### src/rtl/edac_pkg.sv
package edac_pkg;

    localparam int DW     = 64;
    localparam int CW     = 8;
    localparam int CODE_W = DW + CW;

    typedef struct packed {
        logic [DW-1:0] data;
        logic [CW-1:0] chk;
    } code_word_t;

    typedef enum logic [1:0] {
        FAULT_NONE   = 2'd0,
        FAULT_SINGLE = 2'd1,
        FAULT_DOUBLE = 2'd2
    } fault_kind_t;

    typedef struct packed {
        logic [DW-1:0] data;
        fault_kind_t   kind;
    } dec_result_t;

    // Column of data bit idx: weight-3 values ascending, then weight-5 values ascending.
    function automatic logic [CW-1:0] col_of(input int idx);
        int             n;
        logic [CW-1:0]  r;
        logic [CW-1:0]  vv;
        n = 0;
        r = '0;
        for (int w = 3; w <= 5; w += 2) begin
            for (int v = 0; v < (1 << CW); v++) begin
                vv = v[CW-1:0];
                if ($countones(vv) == w) begin
                    if (n == idx) r = vv;
                    n++;
                end
            end
        end
        return r;
    endfunction

    // Data bits that feed check bit j.
    function automatic logic [DW-1:0] row_mask(input int j);
        logic [DW-1:0] m;
        logic [CW-1:0] c;
        for (int i = 0; i < DW; i++) begin
            c    = col_of(i);
            m[i] = c[j];
        end
        return m;
    endfunction

endpackage

### src/rtl/edac_encoder.sv
module edac_encoder
    import edac_pkg::*;
(
    input  logic [DW-1:0] data_i,
    output logic [CW-1:0] chk_o
);

    for (genvar j = 0; j < CW; j++) begin : g_row
        localparam logic [DW-1:0] MASK = row_mask(j);
        assign chk_o[j] = ^(data_i & MASK);
    end

endmodule

### src/rtl/edac_decoder.sv
module edac_decoder
    import edac_pkg::*;
(
    input  code_word_t  word_i,
    output dec_result_t res_o
);

    logic [CW-1:0] recomputed;
    logic [CW-1:0] syn;
    logic [DW-1:0] hit;

    edac_encoder u_enc (
        .data_i (word_i.data),
        .chk_o  (recomputed)
    );

    assign syn = word_i.chk ^ recomputed;

    for (genvar i = 0; i < DW; i++) begin : g_col
        localparam logic [CW-1:0] COL = col_of(i);
        assign hit[i] = (syn == COL);
    end

    always_comb begin
        res_o.data = word_i.data ^ hit;
        if (syn == '0)
            res_o.kind = FAULT_NONE;
        else if ((^syn) && ((|hit) || $onehot(syn)))
            res_o.kind = FAULT_SINGLE;
        else
            res_o.kind = FAULT_DOUBLE;
    end

endmodule

### src/rtl/edac_store.sv
module edac_store
    import edac_pkg::*;
#(
    parameter int ADDR_W = 6
) (
    input  logic              clk,
    input  logic              wr_en,
    input  logic              chk_wr_en,
    input  logic              rd_en,
    input  logic [ADDR_W-1:0] addr,
    input  logic [DW-1:0]     wdata,
    input  logic [CW-1:0]     wchk,
    output code_word_t        rword_o
);

    localparam int DEPTH = 1 << ADDR_W;

    logic [DW-1:0] dmem [DEPTH];
    logic [CW-1:0] cmem [DEPTH];

    always_ff @(posedge clk) begin
        if (wr_en) dmem[addr] <= wdata;
        if (wr_en && chk_wr_en) cmem[addr] <= wchk;
        if (rd_en) begin
            rword_o.data <= dmem[addr];
            rword_o.chk  <= cmem[addr];
        end
    end

endmodule

### src/rtl/secded_mem_edac.sv
module secded_mem_edac
    import edac_pkg::*;
#(
    parameter int ADDR_W = 6,
    parameter int CNT_W  = 16
) (
    input  logic              clk,
    input  logic              rst,
    input  logic              edac_on,
    input  logic              clr_stats,
    input  logic              req_valid,
    input  logic              req_write,
    input  logic [ADDR_W-1:0] req_addr,
    input  logic [DW-1:0]     req_wdata,
    output logic              resp_valid,
    output logic [DW-1:0]     resp_rdata,
    output logic              resp_err,
    output logic              irq_single,
    output logic              irq_double,
    output logic              err_single_flag,
    output logic              err_double_flag,
    output logic [CNT_W-1:0]  sb_count,
    output logic [CNT_W-1:0]  db_count,
    output logic [ADDR_W-1:0] last_err_addr,
    output logic [DW-1:0]     last_err_data
);

    localparam logic [CNT_W-1:0] CNT_MAX = '1;

    logic [CW-1:0]     wr_chk;
    code_word_t        raw_word;
    dec_result_t       dec;
    logic              s1_valid, s1_write, s1_chk;
    logic [ADDR_W-1:0] s1_addr;
    logic              do_check, hit_single, hit_double, is_read;

    edac_encoder u_wenc (
        .data_i (req_wdata),
        .chk_o  (wr_chk)
    );

    edac_store #(.ADDR_W(ADDR_W)) u_store (
        .clk       (clk),
        .wr_en     (req_valid && req_write),
        .chk_wr_en (edac_on),
        .rd_en     (req_valid && !req_write),
        .addr      (req_addr),
        .wdata     (req_wdata),
        .wchk      (wr_chk),
        .rword_o   (raw_word)
    );

    edac_decoder u_dec (
        .word_i (raw_word),
        .res_o  (dec)
    );

    always_ff @(posedge clk) begin
        if (rst) begin
            s1_valid <= 1'b0;
            s1_write <= 1'b0;
            s1_chk   <= 1'b0;
            s1_addr  <= '0;
        end else begin
            s1_valid <= req_valid;
            s1_write <= req_write;
            s1_chk   <= edac_on;
            s1_addr  <= req_addr;
        end
    end

    assign is_read    = s1_valid && !s1_write;
    assign do_check   = is_read && s1_chk;
    assign hit_single = do_check && (dec.kind == FAULT_SINGLE);
    assign hit_double = do_check && (dec.kind == FAULT_DOUBLE);

    always_ff @(posedge clk) begin
        if (rst) begin
            resp_valid      <= 1'b0;
            resp_rdata      <= '0;
            resp_err        <= 1'b0;
            irq_single      <= 1'b0;
            irq_double      <= 1'b0;
            err_single_flag <= 1'b0;
            err_double_flag <= 1'b0;
            sb_count        <= '0;
            db_count        <= '0;
            last_err_addr   <= '0;
            last_err_data   <= '0;
        end else begin
            resp_valid <= s1_valid;
            resp_rdata <= !is_read ? '0 : (s1_chk ? dec.data : raw_word.data);
            resp_err   <= hit_double;
            irq_single <= hit_single;
            irq_double <= hit_double;
            if (clr_stats) begin
                err_single_flag <= 1'b0;
                err_double_flag <= 1'b0;
                sb_count        <= '0;
                db_count        <= '0;
                last_err_addr   <= '0;
                last_err_data   <= '0;
            end else if (hit_single || hit_double) begin
                last_err_addr <= s1_addr;
                last_err_data <= raw_word.data;
                if (hit_single) begin
                    err_single_flag <= 1'b1;
                    if (sb_count != CNT_MAX) sb_count <= sb_count + 1'b1;
                end else begin
                    err_double_flag <= 1'b1;
                    if (db_count != CNT_MAX) db_count <= db_count + 1'b1;
                end
            end
        end
    end

    // a request is answered two edges later
    a_r9_resp_timing: assert property (@(posedge clk) disable iff (rst)
        req_valid |=> ##1 resp_valid);

    // bus error only on a response, together with its interrupt
    a_r5_err_with_irq: assert property (@(posedge clk) disable iff (rst)
        resp_err |-> (resp_valid && irq_double));

    // interrupts only in response cycles, never both classes
    a_r9_irq_in_resp: assert property (@(posedge clk) disable iff (rst)
        (irq_single || irq_double) |-> (resp_valid && !(irq_single && irq_double)));

    // counter moves by at most one, never wraps
    a_r10_sb_step: assert property (@(posedge clk) disable iff (rst)
        !clr_stats |=> (sb_count == $past(sb_count)) ||
                       (sb_count == $past(sb_count) + 1'b1));

    a_r10_db_step: assert property (@(posedge clk) disable iff (rst)
        !clr_stats |=> (db_count == $past(db_count)) ||
                       (db_count == $past(db_count) + 1'b1));

    // clear empties the counters
    a_r8_clear: assert property (@(posedge clk) disable iff (rst)
        clr_stats |=> (sb_count == '0 && db_count == '0 &&
                       !err_single_flag && !err_double_flag));

    // unchecked reads raise nothing
    a_r7_off_quiet: assert property (@(posedge clk) disable iff (rst)
        (s1_valid && !s1_chk) |=> (!irq_single && !irq_double && !resp_err));

endmodule

### config.mk
export PLATFORM = sky130hd
export DESIGN_NAME = secded_mem_edac
export DESIGN_NICKNAME = d
export VERILOG_FILES = /design/src/rtl/edac_pkg.sv /design/src/rtl/edac_encoder.sv /design/src/rtl/edac_decoder.sv /design/src/rtl/edac_store.sv /design/src/rtl/secded_mem_edac.sv
export SDC_FILE = /design/constraint.sdc
export NUM_CORES = 2
export LEC_CHECK = 0
export BUFFER_PORTS_ARGS = -buffer_cell sky130_fd_sc_hd__buf_2
export CAP_MARGIN = 40
export CORE_MARGIN = 4
export CORE_UTILIZATION = 42
export DETAILED_ROUTE_END_ITERATION = 8
export HOLD_SLACK_MARGIN = 0.08
export SYNTH_ARGS = -nofsm -noshare
export SYNTH_HDL_FRONTEND = slang
export SYNTH_MEMORY_MAX_BITS = 65536
export SYNTH_SLANG_ARGS = --single-unit
### constraint.sdc
create_clock -name clk -period 6.2 [get_ports clk]
set_input_delay 0.62 -clock clk [delete_from_list [all_inputs] [get_ports clk]]
set_output_delay 0.62 -clock clk [all_outputs]
set_load 0.005 [all_outputs]
==> results.md <==
Outcome:
- The flow ran to the end, and the final reports show no timing, DRC or antenna violations.

Logic synthesis:
- For this run, the register share of the synthesized area comes to 0.813.
- Of the total synthesized cell area, the portion taken by AND, OR, NAND and NOR gates is 0.0228.
- Counting flops with a built-in enable in the synthesized netlist gives approximately 4700.
- Of the total synthesized cell area, the portion taken by XOR and XNOR cells is 0.0157.
- The mean post-synth cell area is approximately 18 um2.
- The gate count of the mapped netlist is 9815.
- The commonest register cell after synthesis is sky130_fd_sc_hd__edfxtp_1.
- After synthesis, the share of flip-flops with an asynchronous set or reset is 0.
- During synthesis, Yosys emitted a total of 0 warnings.
- The netlist uses 63 different library cells.
- The synthesized-area fraction occupied by ao, oa, aoi and oai cells is 0.132.
- The synthesized design contains ~4900 register bits.
- The adder and majority gate portion of the synthesized area is 0.00179.
- The post-synthesis mux area share is 0.000282.
- The largest family of logic cells by synthesized area is compound AO/OA/AOI/OAI gates.
- Summing every instance area after synthesis gives approximately 180000 um2.
- Counting every net in the synthesized netlist gives 9914.

Route:
- The count of vias placed by the detailed router is around 110k.
- After the first detailed-routing iteration, the DRC count stood at about 19000.
- After detailed routing, the total wire length is between 600000 and 700000 um.
- The remaining antenna violation count is 0.
- The post-route DRC violation count is 0.
- The first detailed-routing pass ran for 8 iterations.
- After detailed routing, the average wire length per cell comes to 38.2 um.
- The number of vias per cell after detailed routing is approximately 6.5.

Placement:
- Prior to clock tree synthesis, the placed netlist has a worst setup slack of about 0.065 ns.
- The final HPWL from detailed placement is about 350000 um.
- The routability-driven placement congestion ratio is ~0.89.
- The number of buffers inserted by port buffering is between 200 and 250.
- The number of placed instances, taps included, is about 16000.

Worst hold path:
- In this run the worst hold path is classified as in2reg.

Timing:
- Setup violations remaining at the end of the flow were counted as 0.
- Static timing analysis puts the maximum clock frequency at roughly 170 MHz.
- The minimum clock period after layout is 6.04 ns.
- At the pin with the least slew margin, the transition time is 1.02 ns.
- For the final database, setup skew stands at approximately 0.076 ns.
- Dividing the final minimum period by the clock period gives 0.974.
- The sum of negative setup slack is 0 ns.
- The number of pins exceeding their max-slew limit in the final report is 0.
- Setup repair after global routing left no endpoint under its margin.
- The worst relative slew slack is 0.318.
- The smallest setup slack after layout is ~0.16 ns.
- The count of endpoints failing hold in the final timing report is 0.

Cells and area:
- The count of placed standard cells in the final layout, fillers left out is about 17000.
- The area growth from synthesis to layout is 16.1%.
- The filler cells instantiated in the layout total 34400.
- Summing all multi-input logic gate instances after layout gives ~31000 um2.
- The fraction of layout instances using a drive strength above 1 is 0.144.
- After the last flow step, the layout net total stands at 10500.
- Across the whole layout, storage elements account for between 100000 and 150000 um2.
- The final core area utilization is 0.490.

CTS:
- The maximum buffer depth of the clock tree is 4.
- The tree built by TritonCTS fans out to 4860 sinks.
- The clock edge transition at the registers on the reported setup and hold paths is 0.06 ns.
- The depth of the CTS H-tree is 5.
- TritonCTS built the clock tree.
- The insertion delay to the later sink of the worst-skew pair is 1.00 ns.
- The clock root buffer is sky130_fd_sc_hd__clkbuf_16.
- The number of buffers added by the clock tree synthesis step is ~470.

Power:
- The share of total power dissipated in sequential elements is 0.495.
- The share of total power consumed by net switching is 0.258.
- The internal portion of the total power is approximately 57000 uW.
- The clock group share of total power is 0.372.
- The power density normalized to cell area is 370 nW/um2.
- The static power due to leakage is around 0.063 uW.
- The worst IR drop on VDD is ~1.1 mV.
- Of the total power, combinational logic draws 0.133.
- The power spent charging and discharging nets is 19700 uW.
- The sum of internal, switching and leakage power is around 76000 uW.

Setup path:
- The setup path with the least slack is of type reg2reg.
- In this run the worst path has a maximum fanout of 24.
- STA classifies the critical path endpoint as a flop.
- STA puts the critical path data arrival time at between 6 and 7 ns.
- The worst endpoint required time is about 7.1 ns.
- The type of origin of the critical path is a flop.

Die:
- The height of the die is around 660 um.
- The initial utilization of the core area, before any placement, comes to 0.422.
- The row count is 238.
- The area of the die is 433000 um2.
- In this run the count of I/O pins placed on the die edge is approximately 250.
- The area of the core is 420000 um2.
- The horizontal die dimension is roughly 660 um.

GRT:
- The wire length of the first global-routing pass is 853000 um.
- The number of antenna violations at the first check in global routing is 75.
- The via count of the first global-routing pass is 101000.
- The aggregate global routing overflow is 0.
- The global-route total usage across every layer is 0.281.
- Entering global routing, the biggest net connects between 100 and 150 pins.

Run:
- Max-cap violations in this run came to 0.
[Yosys cell counts, drive strengths merged, types with 2 or more instances]
cell type	count	share of area
o211ai	4	0.00017
mux2i	5	0.00028
or3	46	0.0016
xnor2	231	0.011
buf	144	0.0032
nor2	178	0.0038
o31ai	16	0.00068
o22ai	2	0.000071
nor3b	5	0.00021
a311oi	4	0.00023
nand3b	2	0.000085
a22oi	1321	0.056
nand3	91	0.0026
nand2	234	0.0050
nor3	8	0.00023
inv	21	0.00044
nor2b	12	0.00042
or4	17	0.00072
xnor3	7	0.00090
dfxtp	180	0.020
a22o	493	0.024
a222oi	2	0.00011
a21o	3	0.00013
nand4	94	0.0033
edfxtp	4680	0.79
a31oi	496	0.018
clkbuf	518	0.011
or3b	2	0.000099
o21a	2	0.000085
and3	19	0.00067
ha	19	0.0013
and2	6	0.00021
nor4	104	0.0037
fa	4	0.00045
o21ai	49	0.0014
a21oi	220	0.0062
or2	2	0.000071
a221oi	493	0.024
xor2	67	0.0034
[path summary, 6_finish.rpt]
kind	endpoint	cells after the start	from	slack, ns
worst max-delay path	db_count[6]	22	u_store.rword_o[31]	0.16
worst max register to register	db_count[6]	22	u_store.rword_o[31]	0.16
worst min register to register	last_err_addr[0]	2	s1_addr[0]	0.44
worst min-delay path	u_store.dmem[51][6]	1	req_wdata[6]	0.14
[state kept, by name, indices dropped and copies added, names as in the netlist]
register,flops
s1_write,1
resp_valid,1
u_store.cmem,512
err_single_flag,1
irq_single,1
s1_addr,6
s1_chk,1
s1_valid,1
u_store.rword_o,72
last_err_addr,6
u_store.dmem,4096
sb_count,16
irq_double,1
err_double_flag,1
last_err_data,64
db_count,16
resp_rdata,64
[timing repair]
action	4_1_cts	5_1_grt
hold buffers	19	0
resized for setup	0	11
buffers inserted	0	5
endpoints found under the hold margin	48	0
setup endpoints to repair	0	29
[critical path, cell delays in order (launching register included)]
cell	delay (ns)
sky130_fd_sc_hd__edfxtp_1	0.46
sky130_fd_sc_hd__buf_4	0.18
sky130_fd_sc_hd__xnor2_1	0.24
sky130_fd_sc_hd__xnor2_1	0.16
sky130_fd_sc_hd__xnor2_1	0.26
sky130_fd_sc_hd__xnor2_1	0.17
sky130_fd_sc_hd__xor2_1	0.32
sky130_fd_sc_hd__ha_1	0.27
sky130_fd_sc_hd__inv_1	0.09
sky130_fd_sc_hd__fa_1	0.48
sky130_fd_sc_hd__inv_1	0.05
sky130_fd_sc_hd__fa_1	0.45
sky130_fd_sc_hd__ha_1	0.22
sky130_fd_sc_hd__fa_1	0.53
sky130_fd_sc_hd__or4b_2	0.12
sky130_fd_sc_hd__o221ai_1	0.11
sky130_fd_sc_hd__a311oi_1	0.26
sky130_fd_sc_hd__nand3_1	0.10
sky130_fd_sc_hd__o21a_1	0.24
sky130_fd_sc_hd__a221o_1	0.38
sky130_fd_sc_hd__buf_12	0.20
sky130_fd_sc_hd__or4_1	0.51
sky130_fd_sc_hd__a21oi_1	0.18
[layer usage]
metal  up-vias  GRT usage  routed length, um  part of all wire
met4        46      0.115              29700             0.047
met1     55700      0.389             235000              0.37
met5         -          0                456           0.00072
met3      1431     0.0825              87400              0.14
li1      42600          -                  -                 -
met2      8404      0.416             277000              0.44
[power by group through the flow]
stage | clock [uW] | sequential [uW] | combinational (uW)
5_1_grt | 29900 | 37700 | 10700
6_report | 28300 | 37700 | 10100
3_3_place_gp | 0 | 38400 | 9670
4_1_cts | 28500 | 37700 | 9870
2_1_floorplan | 0 | 38500 | 5110
3_5_place_dp | 0 | 38400 | 9840
[area by class of cell]
cell class | count | share of cell area
Clock inverter | 274 | 0.0130
Clock buffer | 595 | 0.0603
Inverter | 22 | 0.000401
Sequential cell | 4860 | 0.700
Multi-Input combinational cell | 4271 | 0.152
Antenna cell | 41 | 0.000498
Timing Repair Buffer | 820 | 0.0393
Tap cell | 5640 | 0.0343
[cell families after synthesis]
group | Yosys count
buf+inv | 684
mux | 5
simple gates | 824
flops | 4860
fa+ha+maj | 23
compound gates | 3114
xor+xnor | 305
[layout by cell type (no fill, tap or decap), types with 90 or more instances in the layout]
cell type / Yosys / final
sky130_fd_sc_hd__edfxtp_1: 4680 / 4680
sky130_fd_sc_hd__a22oi_1: 1321 / 1321
sky130_fd_sc_hd__a31oi_1: 496 / 496
sky130_fd_sc_hd__a22o_1: 493 / 493
sky130_fd_sc_hd__a221oi_1: 492 / 492
sky130_fd_sc_hd__clkbuf_16: 0 / 477
sky130_fd_sc_hd__buf_4: 2 / 357
sky130_fd_sc_hd__buf_2: 4 / 249
sky130_fd_sc_hd__nand2_1: 234 / 230
sky130_fd_sc_hd__a21oi_1: 220 / 220
sky130_fd_sc_hd__xnor2_1: 230 / 216
sky130_fd_sc_hd__dfxtp_1: 180 / 180
sky130_fd_sc_hd__buf_12: 0 / 166
sky130_fd_sc_hd__clkbuf_1: 518 / 114
sky130_fd_sc_hd__nor2_1: 178 / 111
sky130_fd_sc_hd__clkinv_1: 1 / 109
sky130_fd_sc_hd__nor4_1: 104 / 104
sky130_fd_sc_hd__nand4_1: 94 / 94
sky130_fd_sc_hd__nand3_1: 91 / 90
[through the flow]
step,hold slack [ns],cell area (um2)
final,0.136,206000
after global routing,0.108,206000
after floorplan,0.417,177000
after detailed placement,0.440,190000
after global placement,0.431,189000
after CTS,0.0835,206000
(Power assumes the default switching activity.)
